--- src/rtl/llsc_pkg.sv ---
package llsc_pkg;
  typedef enum logic [1:0] {
    OP_LOAD  = 2'b00,
    OP_STORE = 2'b01,
    OP_LL    = 2'b10,
    OP_SC    = 2'b11
  } llsc_op_e;
endpackage

--- src/rtl/llsc_arbiter.sv ---
module llsc_arbiter #(
  parameter int NUM_PORTS = 3,
  parameter int ADDR_W    = 4
) (
  input  logic                 clk_i,
  input  logic                 rst_ni,
  input  logic [NUM_PORTS-1:0] is_st_i,
  input  logic [NUM_PORTS-1:0] is_sc_i,
  input  logic [ADDR_W-1:0]    addr_i  [NUM_PORTS],
  input  logic [NUM_PORTS-1:0] res_v_i,
  input  logic [ADDR_W-1:0]    res_a_i [NUM_PORTS],
  output logic [NUM_PORTS-1:0] sc_ok_o,
  output logic [NUM_PORTS-1:0] wr_en_o
);
  logic [NUM_PORTS-1:0] st_conflict;

  always_comb begin
    st_conflict = '0;
    for (int p = 0; p < NUM_PORTS; p++) begin
      for (int q = 0; q < NUM_PORTS; q++) begin
        if (q != p && is_st_i[q] && addr_i[q] == addr_i[p]) st_conflict[p] = 1'b1;
      end
    end
  end

  // lower ports resolved first; each sees only lower winners
  always_comb begin
    sc_ok_o = '0;
    for (int p = 0; p < NUM_PORTS; p++) begin
      logic lower_win;
      lower_win = 1'b0;
      for (int q = 0; q < p; q++) begin
        if (sc_ok_o[q] && addr_i[q] == addr_i[p]) lower_win = 1'b1;
      end
      sc_ok_o[p] = is_sc_i[p] && res_v_i[p] && (res_a_i[p] == addr_i[p])
                   && !st_conflict[p] && !lower_win;
    end
  end

  assign wr_en_o = is_st_i | sc_ok_o;

  generate
    for (genvar i = 0; i < NUM_PORTS; i++) begin : g_pi
      for (genvar j = i + 1; j < NUM_PORTS; j++) begin : g_pj
        // never two winners on one address
        a_r9_single_winner: assert property (@(posedge clk_i) disable iff (!rst_ni)
          !(sc_ok_o[i] && sc_ok_o[j] && addr_i[i] == addr_i[j]));
      end
    end
  endgenerate
endmodule

--- src/rtl/llsc_resv.sv ---
module llsc_resv #(
  parameter int NUM_PORTS = 3,
  parameter int ADDR_W    = 4,
  parameter int PORT_ID   = 0
) (
  input  logic                 clk_i,
  input  logic                 rst_ni,
  input  logic                 is_ll_i,
  input  logic                 is_sc_i,
  input  logic [ADDR_W-1:0]    addr_i,
  input  logic [NUM_PORTS-1:0] wr_en_i,
  input  logic [ADDR_W-1:0]    wr_addr_i [NUM_PORTS],
  output logic                 res_v_o,
  output logic [ADDR_W-1:0]    res_a_o
);
  logic kill, ll_hit;

  always_comb begin
    kill   = 1'b0;
    ll_hit = 1'b0;
    for (int q = 0; q < NUM_PORTS; q++) begin
      if (q != PORT_ID && wr_en_i[q]) begin
        if (wr_addr_i[q] == res_a_o) kill   = 1'b1;
        if (wr_addr_i[q] == addr_i)  ll_hit = 1'b1;
      end
    end
  end

  always_ff @(posedge clk_i or negedge rst_ni) begin
    if (!rst_ni) begin
      res_v_o <= 1'b0;
      res_a_o <= '0;
    end else if (is_ll_i) begin
      res_v_o <= !ll_hit;
      res_a_o <= addr_i;
    end else if (is_sc_i || kill) begin
      res_v_o <= 1'b0;
    end
  end

  a_r1_ll_arms: assert property (@(posedge clk_i) disable iff (!rst_ni)
    is_ll_i && !ll_hit |=> res_v_o && res_a_o == $past(addr_i));
  a_r5_sc_disarms: assert property (@(posedge clk_i) disable iff (!rst_ni)
    is_sc_i |=> !res_v_o);
  a_r7_snoop_disarms: assert property (@(posedge clk_i) disable iff (!rst_ni)
    res_v_o && kill && !is_ll_i |=> !res_v_o);
  a_r12_ll_race_unarmed: assert property (@(posedge clk_i) disable iff (!rst_ni)
    is_ll_i && ll_hit |=> !res_v_o);
endmodule

--- src/rtl/llsc_mem.sv ---
module llsc_mem #(
  parameter int NUM_PORTS = 3,
  parameter int ADDR_W    = 4,
  parameter int DATA_W    = 16,
  localparam int DEPTH    = 1 << ADDR_W
) (
  input  logic                 clk_i,
  input  logic                 rst_ni,
  input  logic [ADDR_W-1:0]    addr_i  [NUM_PORTS],
  input  logic [NUM_PORTS-1:0] wr_en_i,
  input  logic [DATA_W-1:0]    wdata_i [NUM_PORTS],
  output logic [DATA_W-1:0]    rdata_o [NUM_PORTS]
);
  logic [DATA_W-1:0] mem_q [DEPTH];

  always_comb begin
    for (int p = 0; p < NUM_PORTS; p++) rdata_o[p] = mem_q[addr_i[p]];
  end

  // highest index first so lowest port's write lands last
  always_ff @(posedge clk_i or negedge rst_ni) begin
    if (!rst_ni) begin
      for (int w = 0; w < DEPTH; w++) mem_q[w] <= '0;
    end else begin
      for (int p = NUM_PORTS - 1; p >= 0; p--) begin
        if (wr_en_i[p]) mem_q[addr_i[p]] <= wdata_i[p];
      end
    end
  end
endmodule

--- src/rtl/llsc_monitor.sv ---
module llsc_monitor
  import llsc_pkg::*;
#(
  parameter int NUM_PORTS = 3,
  parameter int ADDR_W    = 4,
  parameter int DATA_W    = 16
) (
  input  logic                          clk_i,
  input  logic                          rst_ni,
  input  logic [NUM_PORTS-1:0]          req_valid_i,
  input  logic [2*NUM_PORTS-1:0]        req_op_i,
  input  logic [ADDR_W*NUM_PORTS-1:0]   req_addr_i,
  input  logic [DATA_W*NUM_PORTS-1:0]   req_wdata_i,
  output logic [NUM_PORTS-1:0]          rsp_valid_o,
  output logic [DATA_W*NUM_PORTS-1:0]   rsp_rdata_o,
  output logic [NUM_PORTS-1:0]          rsp_sc_ok_o
);
  logic [ADDR_W-1:0]    addr  [NUM_PORTS];
  logic [DATA_W-1:0]    wdata [NUM_PORTS];
  logic [DATA_W-1:0]    rdata [NUM_PORTS];
  logic [ADDR_W-1:0]    res_a [NUM_PORTS];
  llsc_op_e             op    [NUM_PORTS];
  logic [NUM_PORTS-1:0] is_ld, is_st, is_ll, is_sc, res_v, sc_ok, wr_en;

  generate
    for (genvar p = 0; p < NUM_PORTS; p++) begin : g_port
      assign op[p]    = llsc_op_e'(req_op_i[2*p +: 2]);
      assign addr[p]  = req_addr_i[ADDR_W*p +: ADDR_W];
      assign wdata[p] = req_wdata_i[DATA_W*p +: DATA_W];
      assign is_ld[p] = req_valid_i[p] && op[p] == OP_LOAD;
      assign is_st[p] = req_valid_i[p] && op[p] == OP_STORE;
      assign is_ll[p] = req_valid_i[p] && op[p] == OP_LL;
      assign is_sc[p] = req_valid_i[p] && op[p] == OP_SC;

      llsc_resv #(.NUM_PORTS(NUM_PORTS), .ADDR_W(ADDR_W), .PORT_ID(p)) u_resv (
        .clk_i     (clk_i),
        .rst_ni    (rst_ni),
        .is_ll_i   (is_ll[p]),
        .is_sc_i   (is_sc[p]),
        .addr_i    (addr[p]),
        .wr_en_i   (wr_en),
        .wr_addr_i (addr),
        .res_v_o   (res_v[p]),
        .res_a_o   (res_a[p])
      );

      always_ff @(posedge clk_i or negedge rst_ni) begin
        if (!rst_ni) begin
          rsp_valid_o[p]                 <= 1'b0;
          rsp_sc_ok_o[p]                 <= 1'b0;
          rsp_rdata_o[DATA_W*p +: DATA_W] <= '0;
        end else begin
          rsp_valid_o[p]                 <= req_valid_i[p];
          rsp_sc_ok_o[p]                 <= sc_ok[p];
          rsp_rdata_o[DATA_W*p +: DATA_W] <= (is_ld[p] || is_ll[p]) ? rdata[p] : '0;
        end
      end

      a_r3_ok_only_after_sc: assert property (@(posedge clk_i) disable iff (!rst_ni)
        !(req_valid_i[p] && op[p] == OP_SC) |=> !rsp_sc_ok_o[p]);
    end
  endgenerate

  llsc_arbiter #(.NUM_PORTS(NUM_PORTS), .ADDR_W(ADDR_W)) u_arb (
    .clk_i   (clk_i),
    .rst_ni  (rst_ni),
    .is_st_i (is_st),
    .is_sc_i (is_sc),
    .addr_i  (addr),
    .res_v_i (res_v),
    .res_a_i (res_a),
    .sc_ok_o (sc_ok),
    .wr_en_o (wr_en)
  );

  llsc_mem #(.NUM_PORTS(NUM_PORTS), .ADDR_W(ADDR_W), .DATA_W(DATA_W)) u_mem (
    .clk_i   (clk_i),
    .rst_ni  (rst_ni),
    .addr_i  (addr),
    .wr_en_i (wr_en),
    .wdata_i (wdata),
    .rdata_o (rdata)
  );
endmodule

--- config.mk ---
export PLATFORM = sky130hd
export DESIGN_NAME = llsc_monitor
export DESIGN_NICKNAME = d
export VERILOG_FILES = /design/src/rtl/llsc_pkg.sv /design/src/rtl/llsc_arbiter.sv /design/src/rtl/llsc_resv.sv /design/src/rtl/llsc_mem.sv /design/src/rtl/llsc_monitor.sv
export SDC_FILE = /design/constraint.sdc
export NUM_CORES = 1
export LEC_CHECK = 0
export CORE_ASPECT_RATIO = 0.9
export CORE_MARGIN = 1
export CORE_UTILIZATION = 61
export CTS_CLUSTER_SIZE = 28
export DETAILED_ROUTE_END_ITERATION = 8
export PLACE_DENSITY_LB_ADDON = 0.2
export SYNTH_ARGS = -nofsm -noshare
export SYNTH_HDL_FRONTEND = slang
export SYNTH_SLANG_ARGS = --single-unit
--- constraint.sdc ---
create_clock -name clk_i -period 3.1 [get_ports clk_i]
set_input_delay 0.775 -clock clk_i [delete_from_list [all_inputs] [get_ports clk_i]]
set_output_delay 0.775 -clock clk_i [all_outputs]
set_load 0.05 [all_outputs]
# After elaboration in Yosys (flattened, before gate mapping)
# Index checks and enable logic that the tools add are counted.
op_classes:
  magnitude_cmp: 6
  n_eq_ne: 24
  mux: 63
  bitwise_logic: 4
  n_reduce_logical: 55
ops:
  columns: ["op", "count"]
  rows:
  - ["$bwmux W256", 3]
  - ["$mux W256", 3]
  - ["$bmux W16 S4", 3]
  - ["$demux W16 S4", 3]
  - ["$mux W16", 12]
  - ["$eq A4 B4 Y1", 15]
  - ["$mux W1", 39]
  - ["$logic_and A1 B1 Y1", 35]
  - ["$ge A5 B5 Y1 const B", 3]
  - ["$lt A5 B1 Y1 const B", 3]
  - ["$not A4 Y5", 3]
  - ["$eq A2 B2 Y1 const B", 6]
  - ["$logic_not A1 Y1", 8]
  - ["$eq A2 B1 Y1 const B", 3]
  - ["$logic_not A2 Y1", 3]
  - ["$logic_or A1 B1 Y1", 6]
  - ["$reduce_bool A2 Y1", 3]
  - ["$or A3 B3 Y3", 1]
totals:
  reg_bits: 325
  inputBits: 71
  elab_cells: 183

# Logic depth before layout (Yosys ltp)
logic_depth:
  word_depth: 22
  mapped_depth: 12

# By module
# From an unflattened synthesis, not the netlist that was laid out.
hier_totals:
  hier_cells: 2352
  area_unflattened_um2: 23281.1
modules_own_cells:
  columns: ["mod", "instances", "cells_per_inst", "area_each_um2", "seq_area_each_um2"]
  rows:
  - ["llsc_mem", 1, 2073, 19806.5, 6406.1]
  - ["llsc_monitor", 1, 117, 1936.9, 1351.3]
  - ["llsc_resv", 3, 36, 376.6, 125.1]
  - ["llsc_arbiter", 1, 54, 407.9, 0.0]

# Worst setup path after synthesis
# Ideal clock, no wire load.
synth_timing:
  path_kind: "input port to flip-flop"
  start: "in req_addr_i[4]"
  end: "reg rsp_rdata_o[21]"
  setup_time_ns: 0.132
  arrival_time_ns: 2.879
  slack_ns: 0.089
  cell_stages: 6
  path_cell_list: "buf_2 > clkbuf_1 > buf_1 > mux4_2 > mux4_2 > nor2b_1"
synth_via:
  elab_chain_len: 5
synth_rtl:
  columns: ["element", "line_no", "rtl"]
  rows:
  - ["start, declared", "llsc_monitor.sv:12", "input logic [ADDR_W*NUM_PORTS-1:0] req_addr_i,"]
  - ["$not A4 Y5 (implied by the code)", "llsc_mem.sv:17", "for (int p = 0; p < NUM_PORTS; p++) rdata_o[p] = mem_q[addr_i[p]];"]
  - ["$bmux W16 S4", "llsc_mem.sv:17", null]
  - ["$mux W16 (implied by the code) (2 in a row)", "llsc_mem.sv:17", null]
  - ["$mux W16", "llsc_monitor.sv:55", "rsp_rdata_o[DATA_W*p +: DATA_W] <= (is_ld[p] || is_ll[p]) ? rdata[p] : '0;"]
  - ["end signal, assigned by index", "llsc_monitor.sv:55", null]
  - ["end, declared", "llsc_monitor.sv:15", "output logic [DATA_W*NUM_PORTS-1:0] rsp_rdata_o,"]
# No other way between the ends. The select of a mux whose other input is x is not followed.
# A chain may end at the register's enable or synchronous reset.

# Worst setup path in the final report
layout_timing:
  start: "in req_op_i[2]"
  end: "reg u_mem.mem_q[69] in the netlist's numbering"
layout_via:
  elab_chain_len: 21
  word_cells_on_any_way: 32
  cone_classes: "eq/ne: 2; mux: 11; bitwise: 1; reduce/logical: 18"
layout_rtl:
  columns: ["element", "line_no", "rtl"]
  rows:
  - ["start, declared", "llsc_monitor.sv:11", "input logic [2*NUM_PORTS-1:0] req_op_i,"]
  - ["$eq A2 B1 Y1", "llsc_monitor.sv:31", "assign is_st[p] = req_valid_i[p] && op[p] == OP_STORE;"]
  - ["$logic_and A1 B1 Y1", "llsc_monitor.sv:31", null]
  - ["$logic_and A1 B1 Y1", "llsc_arbiter.sv:21", "if (q != p && is_st_i[q] && addr_i[q] == addr_i[p]) st_conflict[p] = 1'b1;"]
  - ["$mux W1 (2 in a row)", "llsc_arbiter.sv:21", null]
  - ["$logic_not A1 Y1", "llsc_arbiter.sv:36", "&& !st_conflict[p] && !lower_win;"]
  - ["$logic_and A1 B1 Y1", "llsc_arbiter.sv:36", null]
  - ["$logic_and A1 B1 Y1", "llsc_arbiter.sv:33", "if (sc_ok_o[q] && addr_i[q] == addr_i[p]) lower_win = 1'b1;"]
  - ["$mux W1", "llsc_arbiter.sv:33", null]
  - ["(+4 left out)", null, null]
  - ["$logic_not A1 Y1", "llsc_arbiter.sv:36", null]
  - ["$logic_and A1 B1 Y1", "llsc_arbiter.sv:36", null]
  - ["$or A3 B3 Y3 *", "llsc_arbiter.sv:40", "assign wr_en_o = is_st_i | sc_ok_o;"]
  - ["$mux W256", "llsc_mem.sv:26", "if (wr_en_i[p]) mem_q[addr_i[p]] <= wdata_i[p];"]
  - ["$bwmux W256", "llsc_mem.sv:26", null]
  - ["$mux W256", "llsc_mem.sv:26", null]
  - ["$bwmux W256", "llsc_mem.sv:26", null]
  - ["$mux W256 *", "llsc_mem.sv:26", null]
  - ["end signal, assigned by index", "llsc_mem.sv:26", null]
  - ["end, declared", "llsc_mem.sv:14", "logic [DATA_W-1:0] mem_q [DEPTH];"]
# Every way passes the cells marked *; elsewhere a longest branch is shown, timed or not.

==> summary.md <==
| Metric | Value |
|---|---|
| Status | `finished, final reports clean` |
| Final worst setup slack | `71.4 ps` |
| CP Launch Type | `primary input` |
| Starting Density | `0.623` |
| Final Slew Violations | `0` |
| CP max-delay cell | `clkdlybuf4s50_1` |
| DP Cell Count | `2566` |
| Largest net degree at the start of global routing | `66` |
| Top-level port count | `~130` |
| WS Path Type | `in -> reg` |
| Total CTS buffers | `37` |
| Synthesized Nets | `between 2000 and 2500` |
| H-Tree Depth | `2` |
| Max_slew headroom | `0.220` |
| Largest stage delay, worst path | `between 500 and 600 ps` |
| Required time of the critical path | `3540 ps` |
| Clk_skew | `24.6 ps` |
| Most used flip-flop cell after synthesis | `dfrtp_1` |
| Vias per cell | `7.76` |
| CTS Sinks | `about 330` |
| Crit-path cells | `clkdlybuf4s50_1 > nand4_1 > a2111oi_2 > buf_4 > o21a_2 > nor2_1 > buf_4 > o31ai_4 > o21ba_1 > buf_4 > a221oi_1` |
| Clk Latency, worst-skew pair | `approximately 550 ps` |
| DIE AREA | `roughly 37000 um2` |
| Synth async-reset ratio | `1.00` |
| Most used routing layer | `met2` |
| Fin crit period | `3030 ps` |
| First-pass detailed-route iteration total | `6` |
| Gpl congestion | `1.00` |
| Leakage | `a little over 10 nW` |
| Synthesized flop and latch total | `roughly 330` |
| Grt ovf | `0` |
| Worst min-delay path class | `in -> async` |
| M1 GR Usage | `0.634` |
| Design area | `26400 um2` |
| Global Route met3 Usage | `0.265` |
| DIE HEIGHT | `around 180 um` |
| Setup violations, final | `0` |
| Reg-to-reg endpoint | `u_mem.mem_q[69]` |
| Hpwl dp | `just over 60000 um` |
| Worst setup startpoint | `req_op_i[2]` |
| Via count | `20500` |
| R2R Setup Slk | `between 300 and 400 ps` |
| Max-Cap Viols | `0` |
| Share of post-route cells with drive strength above 1 | `0.308` |
| Worst R2R Path Depth | `10` |
| Initial antenna violation count | `7` |
| Worst path arrival time | `3470 ps` |
| Reg-to-reg startpoint | `g_port[0].u_resv.res_a_o[0]` |
| Area Overhead vs Synth | `20.2%` |
| Row count | `65` |
| Worst-Margin Slew | `roughly 1200 ps` |
| Synth Instances | `between 1500 and 2000` |
| M2 GR Usage | `0.668` |
| Yosys Warn Count | `0` |
| CP most frequent cell | `buf_4` |
| DRC Markers | `0` |
| Register area share after synthesis | `0.370` |
| Floorplan core area | `35300 um2` |
| TritonCTS clock tree | `yes` |
| Hold-fix buffers, CTS | `0` |
| Synth unique cells | `59` |
| Clock Path Buffers | `3` |
| Final hold violation count | `0` |
| Root buf cell | `clkbuf_16` |
| Fmax | `330 MHz` |
| First-pass GRT wire length | `~130000 um` |
| GR Util All Layers | `0.479` |
| PwrDens | `roughly 660 nW/um2` |
| Post-DR wirelength/cell | `between 30 and 40 um` |
| Worst slack at placement | `-846 ps` |
| I/O Buffers | `124` |
| Placed Area | `25000 um2` |
| Die Wd | `202 um` |
| CTS clk-pin slew, worst paths | `approximately 60 ps` |
| Crit-path max FO | `11` |
| Synthesized area | `22000 um2` |
| Post-synth EDFFs | `0` |
| NumNets Final | `roughly 2200` |
| Max VDD drop | `0.590 mV` |
| Final wirelength | `between 80000 and 90000 um` |
| Fin Hold WS | `about 180 ps` |
| Syn_area_per_cell | `~11 um2` |
| Routed Antenna Nets | `0` |
| Setup crit end kind | `register` |
| Finished Layout Cells | `approximately 2600` |
| Vias in the first global route | `roughly 20000` |
| Period utilization | `0.977` |
| Total power | `about 0.017 W` |
| Initial DRC count | `3135` |
| Crit path capture | `u_mem.mem_q[69]` |
==> state kept, by name, summed over array words and instances, names as in the netlist <==
register and flops:
u_mem.mem_q 256, rsp_rdata_o 48, g_port.u_resv.res_a_o 12, g_port.u_resv.res_v_o 3, rsp_sc_ok_o 3, rsp_valid_o 3
==> worst max-delay path: cells and delay by family <==
family,cells,cell delay (ps)
AOI/OAI and AO/OA,5,1330
buffers and inverters,4,1110
and+or+nand+nor,2,250
==> power breakdown <==
| part | switching [W] | internal (W) | leakage [nW] |
|---|---|---|---|
| clock | 0.00187 | 0.00273 | 0.622 |
| sequential | 0.00130 | 0.00544 | 3.80 |
| combinational | 0.00292 | 0.00305 | 5.66 |
==> timing repair <==
action | in CTS | in global routing
buffers inserted | 0 | 7
resized for setup | 5 | 20
endpoints found under the setup margin | 209 | 167
pin swaps | 0 | 4
==> worst min path at each step <==
stage               cells past startpoint  slack, ps                     endpoint                      from
floorplan                               0        480  g_port[0].u_resv.res_a_o[0]                    rst_ni
global placement                        2        540     g_port[1].u_resv.res_v_o  g_port[1].u_resv.res_v_o
detailed placement                      2        550              u_mem.mem_q[75]           u_mem.mem_q[75]
CTS                                     1        200              rsp_rdata_o[29]                    rst_ni
global route                            1        210              rsp_rdata_o[11]                    rst_ni
finish                                  1        180              rsp_rdata_o[11]                    rst_ni
==> cells in the mapped netlist (16+ instances only) <==
library cell / n / area (um2)
buf_4: 25 / 188
nor2_1: 295 / 1110
inv_1: 47 / 176
xor2_1: 25 / 219
buf_2: 36 / 180
xnor2_1: 23 / 201
a211oi_1: 202 / 1520
a221oi_2: 16 / 240
mux4_2: 240 / 5410
o22ai_1: 257 / 1610
buf_1: 54 / 203
nand3_1: 18 / 90.1
nor2b_1: 59 / 369
nand2_1: 35 / 131
dfrtp_1: 325 / 8130
clkbuf_1: 101 / 379
a221oi_1: 30 / 263
==> cell type report <==
cell class | instances | area (um2)
multi-input cells | 1357 | 12700
clock buffers | 51 | 1060
repair buffers | 375 | 3600
well taps | 469 | 587
diodes | 6 | 15.0
fillers | 2379 | 8880
inverters | 47 | 176
clock inverters | 15 | 186
flip-flops and latches | 325 | 8130
==> placed cells by master, fill, tap and decap left out, types with 6 or more instances in the layout <==
cell type / netlist / layout
nand2_1: 35 / 34
clkbuf_1: 101 / 6
dfrtp_1: 325 / 325
mux4_2: 240 / 240
a221oi_2: 16 / 17
xor2_1: 25 / 25
a211oi_1: 202 / 199
mux2_2: 12 / 12
inv_1: 47 / 47
o21ai_0: 13 / 13
a211oi_2: 11 / 14
nor3_1: 9 / 9
buf_4: 25 / 215
clkbuf_8: 0 / 8
clkinv_2: 0 / 8
diode_2: 0 / 6
o211ai_2: 7 / 7
o22ai_1: 257 / 256
xnor2_1: 23 / 23
nor2_1: 295 / 294
nand3_1: 18 / 15
buf_12: 0 / 40
clkdlybuf4s50_1: 0 / 109
clkbuf_16: 0 / 37
nor2_4: 2 / 7
a221oi_1: 30 / 29
nand2b_1: 11 / 10
o211ai_4: 7 / 7
nor2b_1: 59 / 59
nand3_2: 10 / 13
nand4_1: 12 / 12
==> metrics by stage <==
| step | util | TNS (ps) |
|---|---|---|
| floorplan | - | 0 |
| global placement | 0.708 | -142680 |
| detailed placement | 0.708 | -162470 |
| CTS | 0.744 | 0 |
| global route | 0.748 | -18.7 |
| finish | 0.748 | 0 |
==> cell families (layout without fill, tap and decap cells) <==
| group | count (synthesis) | count (layout) | synth area share |
|---|---|---|---|
| compound gates | 569 | 569 | 0.194 |
| simple gates | 488 | 488 | 0.106 |
| flops | 325 | 325 | 0.370 |
| buf+inv | 277 | 488 | 0.0586 |
| mux | 252 | 252 | 0.252 |
| xor+xnor | 48 | 48 | 0.0191 |
| other cells | 0 | 6 | 0 |
==> per-layer routing <==
metal	share of wire	routed length, um
met1	0.35	30400
met3	0.19	16600
met5	0.0024	209
met4	0.038	3300
met2	0.42	36400
Note: power is estimated with default switching activity, not from simulation.
